## config.mk

```make
export PLATFORM = sky130hd
export DESIGN_NAME = warp_fence_guard
export DESIGN_NICKNAME = d
export VERILOG_FILES = /design/src/rtl/wfg_pkg.sv /design/src/rtl/wfg_counter.sv /design/src/rtl/wfg_warp_slot.sv /design/src/rtl/warp_fence_guard.sv
export SDC_FILE = /design/constraint.sdc
export NUM_CORES = 2
export LEC_CHECK = 0
export ABC_CLOCK_PERIOD_IN_PS = 7550
export CORE_MARGIN = 2
export CORE_UTILIZATION = 56
export DETAILED_ROUTE_END_ITERATION = 6
export DONT_BUFFER_PORTS = 1
export GPL_ROUTABILITY_DRIVEN = 0
export GPL_TIMING_DRIVEN = 0
export PLACE_DENSITY = 0.71
export SLEW_MARGIN = 20
export SYNTH_ARGS = -nofsm -noshare
export SYNTH_HDL_FRONTEND = slang
export SYNTH_HIERARCHICAL = 1
export SYNTH_SLANG_ARGS = --single-unit
```

## constraint.sdc

```tcl
create_clock -name clk -period 7.55 [get_ports clk]
set_input_delay 0.755 -clock clk [delete_from_list [all_inputs] [get_ports clk]]
set_output_delay 0.755 -clock clk [all_outputs]
set_load 0.1 [all_outputs]
```

## src/rtl/wfg_pkg.sv

```systemverilog
package wfg_pkg;
    typedef enum logic [1:0] {
        K_NONE   = 2'd0,
        K_SHARED = 2'd1,
        K_GLOAD  = 2'd2,
        K_GSTORE = 2'd3
    } acc_kind_t;

    typedef enum logic {
        S_RUN        = 1'b0,
        S_FENCE_WAIT = 1'b1
    } slot_state_t;
endpackage

```

## src/rtl/wfg_counter.sv

```systemverilog
module wfg_counter #(
    parameter int CNT_W = 6
) (
    input  logic             clk,
    input  logic             rst_n,
    input  logic             inc,
    input  logic             dec,
    output logic             zero,
    output logic             full,
    output logic             uflow
);
    localparam logic [CNT_W-1:0] CNT_MAX = {CNT_W{1'b1}};

    logic [CNT_W-1:0] cnt_q;

    assign zero  = (cnt_q == '0);
    assign full  = (cnt_q == CNT_MAX);
    assign uflow = dec && zero;

    always_ff @(posedge clk) begin
        if (!rst_n) begin
            cnt_q <= '0;
        end else if (inc && !dec) begin
            cnt_q <= cnt_q + 1'b1;
        end else if (dec && !inc && !zero) begin
            cnt_q <= cnt_q - 1'b1;
        end
    end
endmodule

```

## src/rtl/wfg_warp_slot.sv

```systemverilog
module wfg_warp_slot
    import wfg_pkg::*;
#(
    parameter int CNT_W = 6
) (
    input  logic clk,
    input  logic rst_n,
    input  logic ld_inc,
    input  logic st_inc,
    input  logic ld_dec,
    input  logic st_dec,
    input  logic fence_set,
    output logic stall,
    output logic ld_full,
    output logic st_full,
    output logic uflow
);
    slot_state_t state_q, state_d;
    logic ld_zero, st_zero, ld_uf, st_uf;

    wfg_counter #(.CNT_W(CNT_W)) u_ld (
        .clk(clk), .rst_n(rst_n), .inc(ld_inc), .dec(ld_dec),
        .zero(ld_zero), .full(ld_full), .uflow(ld_uf)
    );

    wfg_counter #(.CNT_W(CNT_W)) u_st (
        .clk(clk), .rst_n(rst_n), .inc(st_inc), .dec(st_dec),
        .zero(st_zero), .full(st_full), .uflow(st_uf)
    );

    always_ff @(posedge clk) begin
        if (!rst_n) state_q <= S_RUN;
        else        state_q <= state_d;
    end

    always_comb begin
        state_d = state_q;
        unique case (state_q)
            S_RUN:        if (fence_set) state_d = S_FENCE_WAIT;
            S_FENCE_WAIT: if (!fence_set && ld_zero && st_zero) state_d = S_RUN;
            default:      state_d = S_RUN;
        endcase
    end

    always_comb begin
        stall = (state_q == S_FENCE_WAIT) && !(ld_zero && st_zero);
        uflow = ld_uf || st_uf;
    end
endmodule

```

## src/rtl/warp_fence_guard.sv

```systemverilog
module warp_fence_guard
    import wfg_pkg::*;
#(
    parameter int NUM_WARPS = 32,
    parameter int CNT_W     = 6,
    parameter int WARP_W    = $clog2(NUM_WARPS)
) (
    input  logic                 clk,
    input  logic                 rst_n,
    input  logic                 sc_mode,
    input  logic                 iss_valid,
    input  logic [WARP_W-1:0]    iss_warp,
    input  logic [1:0]           iss_kind,
    input  logic                 iss_sync,
    output logic                 iss_grant,
    input  logic                 cmp_valid,
    input  logic [WARP_W-1:0]    cmp_warp,
    input  logic                 cmp_store,
    output logic [NUM_WARPS-1:0] warp_stall,
    output logic                 underflow_err
);
    acc_kind_t kind;
    logic [NUM_WARPS-1:0] ld_full, st_full, slot_uf;
    logic is_fence, blocked;

    assign kind = acc_kind_t'(iss_kind);

    always_comb begin
        blocked = warp_stall[iss_warp]
               || (kind == K_GLOAD  && ld_full[iss_warp])
               || (kind == K_GSTORE && st_full[iss_warp]);
        iss_grant = iss_valid && !blocked;
        is_fence  = iss_sync || (sc_mode && kind != K_NONE);
    end

    for (genvar w = 0; w < NUM_WARPS; w++) begin : g_slot
        logic sel_iss, sel_cmp;
        assign sel_iss = iss_grant && (iss_warp == WARP_W'(w));
        assign sel_cmp = cmp_valid && (cmp_warp == WARP_W'(w));

        wfg_warp_slot #(.CNT_W(CNT_W)) u_slot (
            .clk(clk),
            .rst_n(rst_n),
            .ld_inc(sel_iss && kind == K_GLOAD),
            .st_inc(sel_iss && kind == K_GSTORE),
            .ld_dec(sel_cmp && !cmp_store),
            .st_dec(sel_cmp && cmp_store),
            .fence_set(sel_iss && is_fence),
            .stall(warp_stall[w]),
            .ld_full(ld_full[w]),
            .st_full(st_full[w]),
            .uflow(slot_uf[w])
        );
    end

    always_ff @(posedge clk) begin
        if (!rst_n)         underflow_err <= 1'b0;
        else if (|slot_uf)  underflow_err <= 1'b1;
    end
endmodule

```

# Yosys cells after proc, flatten, opt, wreduce, memory -nomap -nowiden
# Cells that the tools add are included.
# word_totals
reg_bits,417
in_bits,19
out_inout_bits,34
elab_cells,1653
# classes
n_addsub,128
magnitude_cmp,1
n_eq_ne,128
mux,230
bitwise_logic,32
reduce_logical,1037
# ops
cell,count
6-bit two-way mux,128
1-bit logical AND,612
6-bit by 1-bit adder with 6-bit output (second input constant),64
6-bit == test (second input constant),64
6-bit zero test,64
6-bit by 1-bit subtractor with 6-bit output (second input constant),64
1-bit zero test,258
5-bit == test (second input constant),32
2-bit nonzero test,65
5-bit by 4-bit == test with 1-bit output (second input constant),16
1-bit two-way mux,67
1-bit one-hot mux with 2 select lines,32
5-bit by 3-bit == test with 1-bit output (second input constant),8
1-bit logical OR,35
1-bit NOT,32
32-bit OR reduction,1
5-bit by 2-bit == test with 1-bit output (second input constant),4
1-bit binary-select mux with 5-bit select,3
5-bit by 1-bit == test with 1-bit output (second input constant),2
5-bit zero test,2
5-bit by 6-bit < comparator with 1-bit output (second input constant),1
2-bit == test (second input constant),2

# Longest topological paths before layout
# depth
depth_word,17
ltp_mapped,20

# By module
# Netlist, hierarchy kept.
# modules_own_cells
mod,n_inst,cells_each,area_per_inst_um2,seq_area_each_um2
wfg_counter at g_slot[0].u_slot.u_ld ...,38,49,464.2,120.1
wfg_counter at g_slot[27].u_slot.u_ld ...,20,50,464.2,120.1
wfg_counter at g_slot[6].u_slot.u_st ...,6,55,471.7,120.1
warp_fence_guard,1,353,2414.8,20.0
wfg_warp_slot,32,4,45.0,20.0

# Least setup slack after synthesis
# No wires, ideal clock.
# synth_path
kind,reg-to-reg
start,register g_slot[19].u_slot.u_ld.cnt_q[4]
end,register g_slot[25].u_slot.u_ld.cnt_q[5]
setup_ns,0.115
arrival_ns,4.860
t_required_ns,7.435
setup_slack_ns,2.576
path_stages_with_launch,21
path_buffers,3
path_cell_list,dfxtp_1 or4_4 nor3_1 a21boi_2 mux4_2 a22oi_1 nand2_1 a221o_1 buf_6 buf_6 buf_6 nor3_2 inv_1 nor2_1 inv_1 ha_1 a21o_1 nand4_1 a31o_2 and3_1 o21a_1
# synth_via
elab_chain_len,16
# synth_rtl
element,line_no,source
from (decl),wfg_counter.sv:14,logic [CNT_W-1:0] cnt_q;
from (signal assigned),wfg_counter.sv:24,cnt_q <= cnt_q + 1'b1;
from (signal assigned),wfg_counter.sv:26,cnt_q <= cnt_q - 1'b1;
6-bit zero test (*),wfg_counter.sv:16,assign zero = (cnt_q == '0);
via g_slot[19].u_slot.ld_zero,wfg_warp_slot.sv:19,"logic ld_zero, st_zero, ld_uf, st_uf;"
1-bit logical AND (*),wfg_warp_slot.sv:46,stall = (state_q == S_FENCE_WAIT) && !(ld_zero && st_zero);
1-bit zero test (*),wfg_warp_slot.sv:46,
1-bit logical AND (*),wfg_warp_slot.sv:46,
via warp_stall[19],warp_fence_guard.sv:19,"output logic [NUM_WARPS-1:0] warp_stall,"
1-bit binary-select mux with 5-bit select (*),warp_fence_guard.sv:29,blocked = warp_stall[iss_warp]
1-bit two-way mux (implied by the code) (*),warp_fence_guard.sv:29,
1-bit logical OR (*),warp_fence_guard.sv:30,|| (kind == K_GLOAD && ld_full[iss_warp])
1-bit logical OR (*),warp_fence_guard.sv:31,|| (kind == K_GSTORE && st_full[iss_warp]);
1-bit zero test (*),warp_fence_guard.sv:32,iss_grant = iss_valid && !blocked;
1-bit logical AND (*),warp_fence_guard.sv:32,
1-bit logical AND (*),warp_fence_guard.sv:38,assign sel_iss = iss_grant && (iss_warp == WARP_W'(w));
1-bit logical AND (*),warp_fence_guard.sv:44,".ld_inc(sel_iss && kind == K_GLOAD),"
1-bit zero test,wfg_counter.sv:25,end else if (dec && !inc && !zero) begin
1-bit logical AND (2 in a row),wfg_counter.sv:25,
2-bit nonzero test (no source line),n/a,
to (signal assigned),wfg_counter.sv:24,
to (signal assigned),wfg_counter.sv:26,
to (decl),wfg_counter.sv:14,
# The timed path passes the listed nets; every way through them passes the cells marked *. The select of a mux whose other input is x is not followed.
# A chain may end at the register's enable or synchronous reset.

# Worst setup path in the final report
# layout_path
start,register g_slot[22].u_slot.u_ld.cnt_q[4]
end,register g_slot[1].u_slot.u_st.cnt_q[5]
# layout_via
elab_chain_len,16
# layout_rtl
element,line_no,source
from (decl),wfg_counter.sv:14,
from (signal assigned),wfg_counter.sv:24,
from (signal assigned),wfg_counter.sv:26,
6-bit zero test (*),wfg_counter.sv:16,
via g_slot[22].u_slot.ld_zero,wfg_warp_slot.sv:19,
1-bit logical AND (*),wfg_warp_slot.sv:46,
1-bit zero test (*),wfg_warp_slot.sv:46,
1-bit logical AND (*),wfg_warp_slot.sv:46,
via warp_stall[22],warp_fence_guard.sv:19,
1-bit binary-select mux with 5-bit select (*),warp_fence_guard.sv:29,
1-bit two-way mux (implied by the code) (*),warp_fence_guard.sv:29,
1-bit logical OR (*),warp_fence_guard.sv:30,
1-bit logical OR (*),warp_fence_guard.sv:31,
1-bit zero test (*),warp_fence_guard.sv:32,
1-bit logical AND (*),warp_fence_guard.sv:32,
1-bit logical AND (*),warp_fence_guard.sv:38,
1-bit logical AND (*),warp_fence_guard.sv:45,".st_inc(sel_iss && kind == K_GSTORE),"
1-bit zero test,wfg_counter.sv:25,
1-bit logical AND (2 in a row),wfg_counter.sv:25,
2-bit nonzero test (no source line),n/a,
to (signal assigned),wfg_counter.sv:24,
to (signal assigned),wfg_counter.sv:26,
to (decl),wfg_counter.sv:14,
# Marks and branches as above.

==> impl_metrics.env <==
export IMPL_rsz0062_at_grt="no"
export IMPL_final_max_slew_viol_count=0
export IMPL_cts_sinks=417
export IMPL_grt_pass1_vias=25617
export IMPL_synth_ff_type="dfxtp_1"
export IMPL_cp_slowest_cell="nor4_1"
export IMPL_tightest_slew_ns=1.18
export IMPL_cts_setup_buffers=0
export IMPL_viasPerCell=6.03
export IMPL_combPwrFrac=0.046
export IMPL_drc=0
export IMPL_seq_area_frac_synth=0.248
export IMPL_min_period_ns=6.28
export IMPL_crit_fanout=10
export IMPL_htreeDepth=2
export IMPL_place_ws_ns=1.33
export IMPL_maxSlewHeadroom=0.207
export IMPL_yosysMostFrequentCell="dfxtp_1"
export IMPL_synth_edf_count=0
export IMPL_synth_area_top_cells="dfxtp_1 (25%), ha_1 (9.8%), xnor2_1 (6.5%)"
export IMPL_wire_per_inst_um=18.1
export IMPL_cts_resized_gates=0
export IMPL_hold_path_startpoint="rst_n"
export IMPL_synth_nets=4018
export IMPL_ys_warn_count=6
export IMPL_cpLargestDelayFamily="simple AND/OR/NAND/NOR gates"
export IMPL_cp_data_arrival_time_ns=6.77
export IMPL_cp_cell_sequence="or4_4 > nor3_1 > a21boi_4 > mux4_2 > a22oi_1 > nand2_1 > a221o_1 > buf_6 > buf_6 > nor4_1 > inv_1 > nor2_1 > inv_1 > ha_1 > a21o_1 > nand4_1 > a31o_2 > and3_1 > o21a_1"
export IMPL_antenna_left=0
export IMPL_fillers=5132
export IMPL_switchingPower_mw=1.18
export IMPL_status="finished clean"
export IMPL_area_growth_syn_to_layout_pct=8.74
export IMPL_pwr_share_seq=0.443
export IMPL_synth_cell_types=57
export IMPL_final_layout_size_suffix_gt1_frac=0.126
export IMPL_setup_tns_ns=0
export IMPL_worst_slack_ns=1.27
export IMPL_clkPwrFrac=0.511
export IMPL_ir_drop_mv=0.142
export IMPL_drv_cap=0
export IMPL_insertion_delay_ns=0.61
export IMPL_synth_area_leader_cell="dfxtp_1"
export IMPL_rows=89
export IMPL_io_pins=53
export IMPL_dpl_instance_area_mm2=0.0348
export IMPL_dp_cells=4446
export IMPL_synthesis_instances=3673
export IMPL_max_stage_delay_ns=0.74
export IMPL_yosysTopAreaCellShare=0.248
export IMPL_fin_cells=4538
export IMPL_place_hpwl_mm=60.3
export IMPL_clockBufferDepth=3
export IMPL_num_nets_final=4071
export IMPL_end_kind="flip-flop"
export IMPL_initial_core_util=0.568
export IMPL_holdWs_ns=0.359
export IMPL_grt_max_degree=508
export IMPL_gr_usage_all_layers=0.262
export IMPL_ys_async_sr_fraction=0
export IMPL_ys_seq_elements=417
export IMPL_post_route_period_util=0.832
export IMPL_synth_common_cells="dfxtp_1 (417), nand2_1 (299), ha_1 (262), xnor2_1 (250), a21oi_1 (202)"
export IMPL_critical_path_buf_inv_count=4
export IMPL_syn_area_per_cell_um2=9.15
export IMPL_grt_pass1_wl_mm=134
export IMPL_cts_tree="yes"
export IMPL_setup_worst_path_start="g_slot[22].u_slot/u_ld/cnt_q[4]$_SDFFE_PN0P_"
export IMPL_gr_total_overflow=0
export IMPL_core_area_mm2=0.0591
export IMPL_r2r_start="g_slot[22].u_slot/u_ld/cnt_q[4]$_SDFFE_PN0P_"
export IMPL_fin_skew_ns=0.0222
export IMPL_hold_buffers=0
export IMPL_path_clk_slew_ns=0.06
export IMPL_die_h_um=249
export IMPL_cts_buffers=51
export IMPL_antenna_found_initial=0
export IMPL_crit_type="reg -> reg"
export IMPL_synth_area_mm2=0.0336
export IMPL_leakagePower_nw=15.4
export IMPL_fmax_ghz=0.159
export IMPL_fin_util=0.618
export IMPL_required_ns=8.04
export IMPL_cp_start_kind="flip-flop"
export IMPL_first_pass_iters=5
export IMPL_drt_iter0_drc=1939
export IMPL_vias=27375
export IMPL_p_int_mw=3.85
export IMPL_die_area_mm2=0.0620
export IMPL_die_x_um=249
export IMPL_root_buffer="clkbuf_16"
export IMPL_setup_violations=0
export IMPL_sw_frac_of_total=0.235
export IMPL_fin_area_mm2=0.0365
export IMPL_hold_viol=0
export IMPL_io_buffers=0
export IMPL_p_total_mw=5.03
export IMPL_diodes=0
export IMPL_hold_class="in -> reg"
export IMPL_routed_wl_mm=82.4
export IMPL_power_per_cell_area_mw_per_mm2=138
sequential cells by signal, indices dropped and copies added (netlist names):
register and cells:
g_slot.u_slot/u_ld/cnt_q 192, g_slot.u_slot/u_st/cnt_q 192, underflow_err 1, g_slot.u_slot/state_q 32
metal layers:
layer	vias up	track usage	share of wire
met5	-	0	0
met4	0	0.0874	0.033
met3	149	0.0538	0.067
met2	637	0.415	0.44
met1	12945	0.357	0.46
li1	13644	-	-
power groups by stage:
stage          clock network (mW)  logic, mW  registers [mW]
4_1_cts                      2.63      0.226            2.23
3_3_place_gp                    0      0.219            2.28
2_1_floorplan                   0      0.168            2.27
6_report                     2.57      0.232            2.23
5_1_grt                      2.72      0.247            2.23
3_5_place_dp                    0      0.225            2.28
final timing paths:
| kind | to | slack [ns] | cells past startpoint |
|---|---|---|---|
| max | g_slot[1].u_slot/u_st/cnt_q[5]$_SDFFE_PN0P_ | 1.27 | 19 |
| min | g_slot[4].u_slot/u_st/cnt_q[5]$_SDFFE_PN0P_ | 0.36 | 2 |
| max reg2reg | g_slot[1].u_slot/u_st/cnt_q[5]$_SDFFE_PN0P_ | 1.27 | 19 |
| min reg2reg | g_slot[5].u_slot/u_ld/cnt_q[5]$_SDFFE_PN0P_ | 0.49 | 2 |
final cells by class:
class | instances | area (um^2) | area share
well taps | 773 | 967 | 0.0265
inverters | 185 | 694 | 0.0190
clock buffers | 71 | 1460 | 0.0400
plain buffers | 47 | 287 | 0.00784
clock inverters | 21 | 264 | 0.00722
multi-input cells | 3024 | 24500 | 0.671
flip-flops and latches | 417 | 8350 | 0.228
kinds of logic (layout without fill, tap and decap cells):
family / count (synthesis) / in the layout / synth area share
AOI/OAI and AO/OA: 788 / 788 / 0.193
and+or+nand+nor: 1487 / 1487 / 0.269
adders and majority gates: 326 / 326 / 0.136
buffers and inverters: 232 / 324 / 0.0292
xor gates and xnor gates: 256 / 256 / 0.0667
muxes: 167 / 167 / 0.0580
DFF: 417 / 417 / 0.248
placed cells by master, fill, tap and decap left out, types with 33 or more instances in the layout:
| cell | netlist | routed |
|---|---|---|
| and3_1 | 38 | 38 |
| mux2i_1 | 143 | 143 |
| nor3_1 | 73 | 73 |
| inv_1 | 185 | 185 |
| nand4_1 | 163 | 163 |
| nand2b_1 | 33 | 33 |
| xnor2_1 | 250 | 250 |
| nor4_1 | 71 | 71 |
| o311a_4 | 58 | 58 |
| or4_4 | 64 | 64 |
| a31o_2 | 38 | 38 |
| nand3_1 | 82 | 82 |
| nor2_1 | 189 | 189 |
| ha_1 | 262 | 262 |
| nor2_8 | 38 | 38 |
| a21o_1 | 174 | 174 |
| nand3b_1 | 60 | 60 |
| o21a_1 | 70 | 70 |
| o311a_1 | 58 | 58 |
| and2_1 | 132 | 132 |
| clkbuf_16 | 0 | 51 |
| dfxtp_1 | 417 | 417 |
| nand2_1 | 299 | 299 |
| nor2b_1 | 133 | 133 |
| a21oi_1 | 202 | 202 |
| o21ai_1 | 58 | 58 |
| fa_1 | 64 | 64 |
Note: power is estimated with default switching activity, not from simulation.
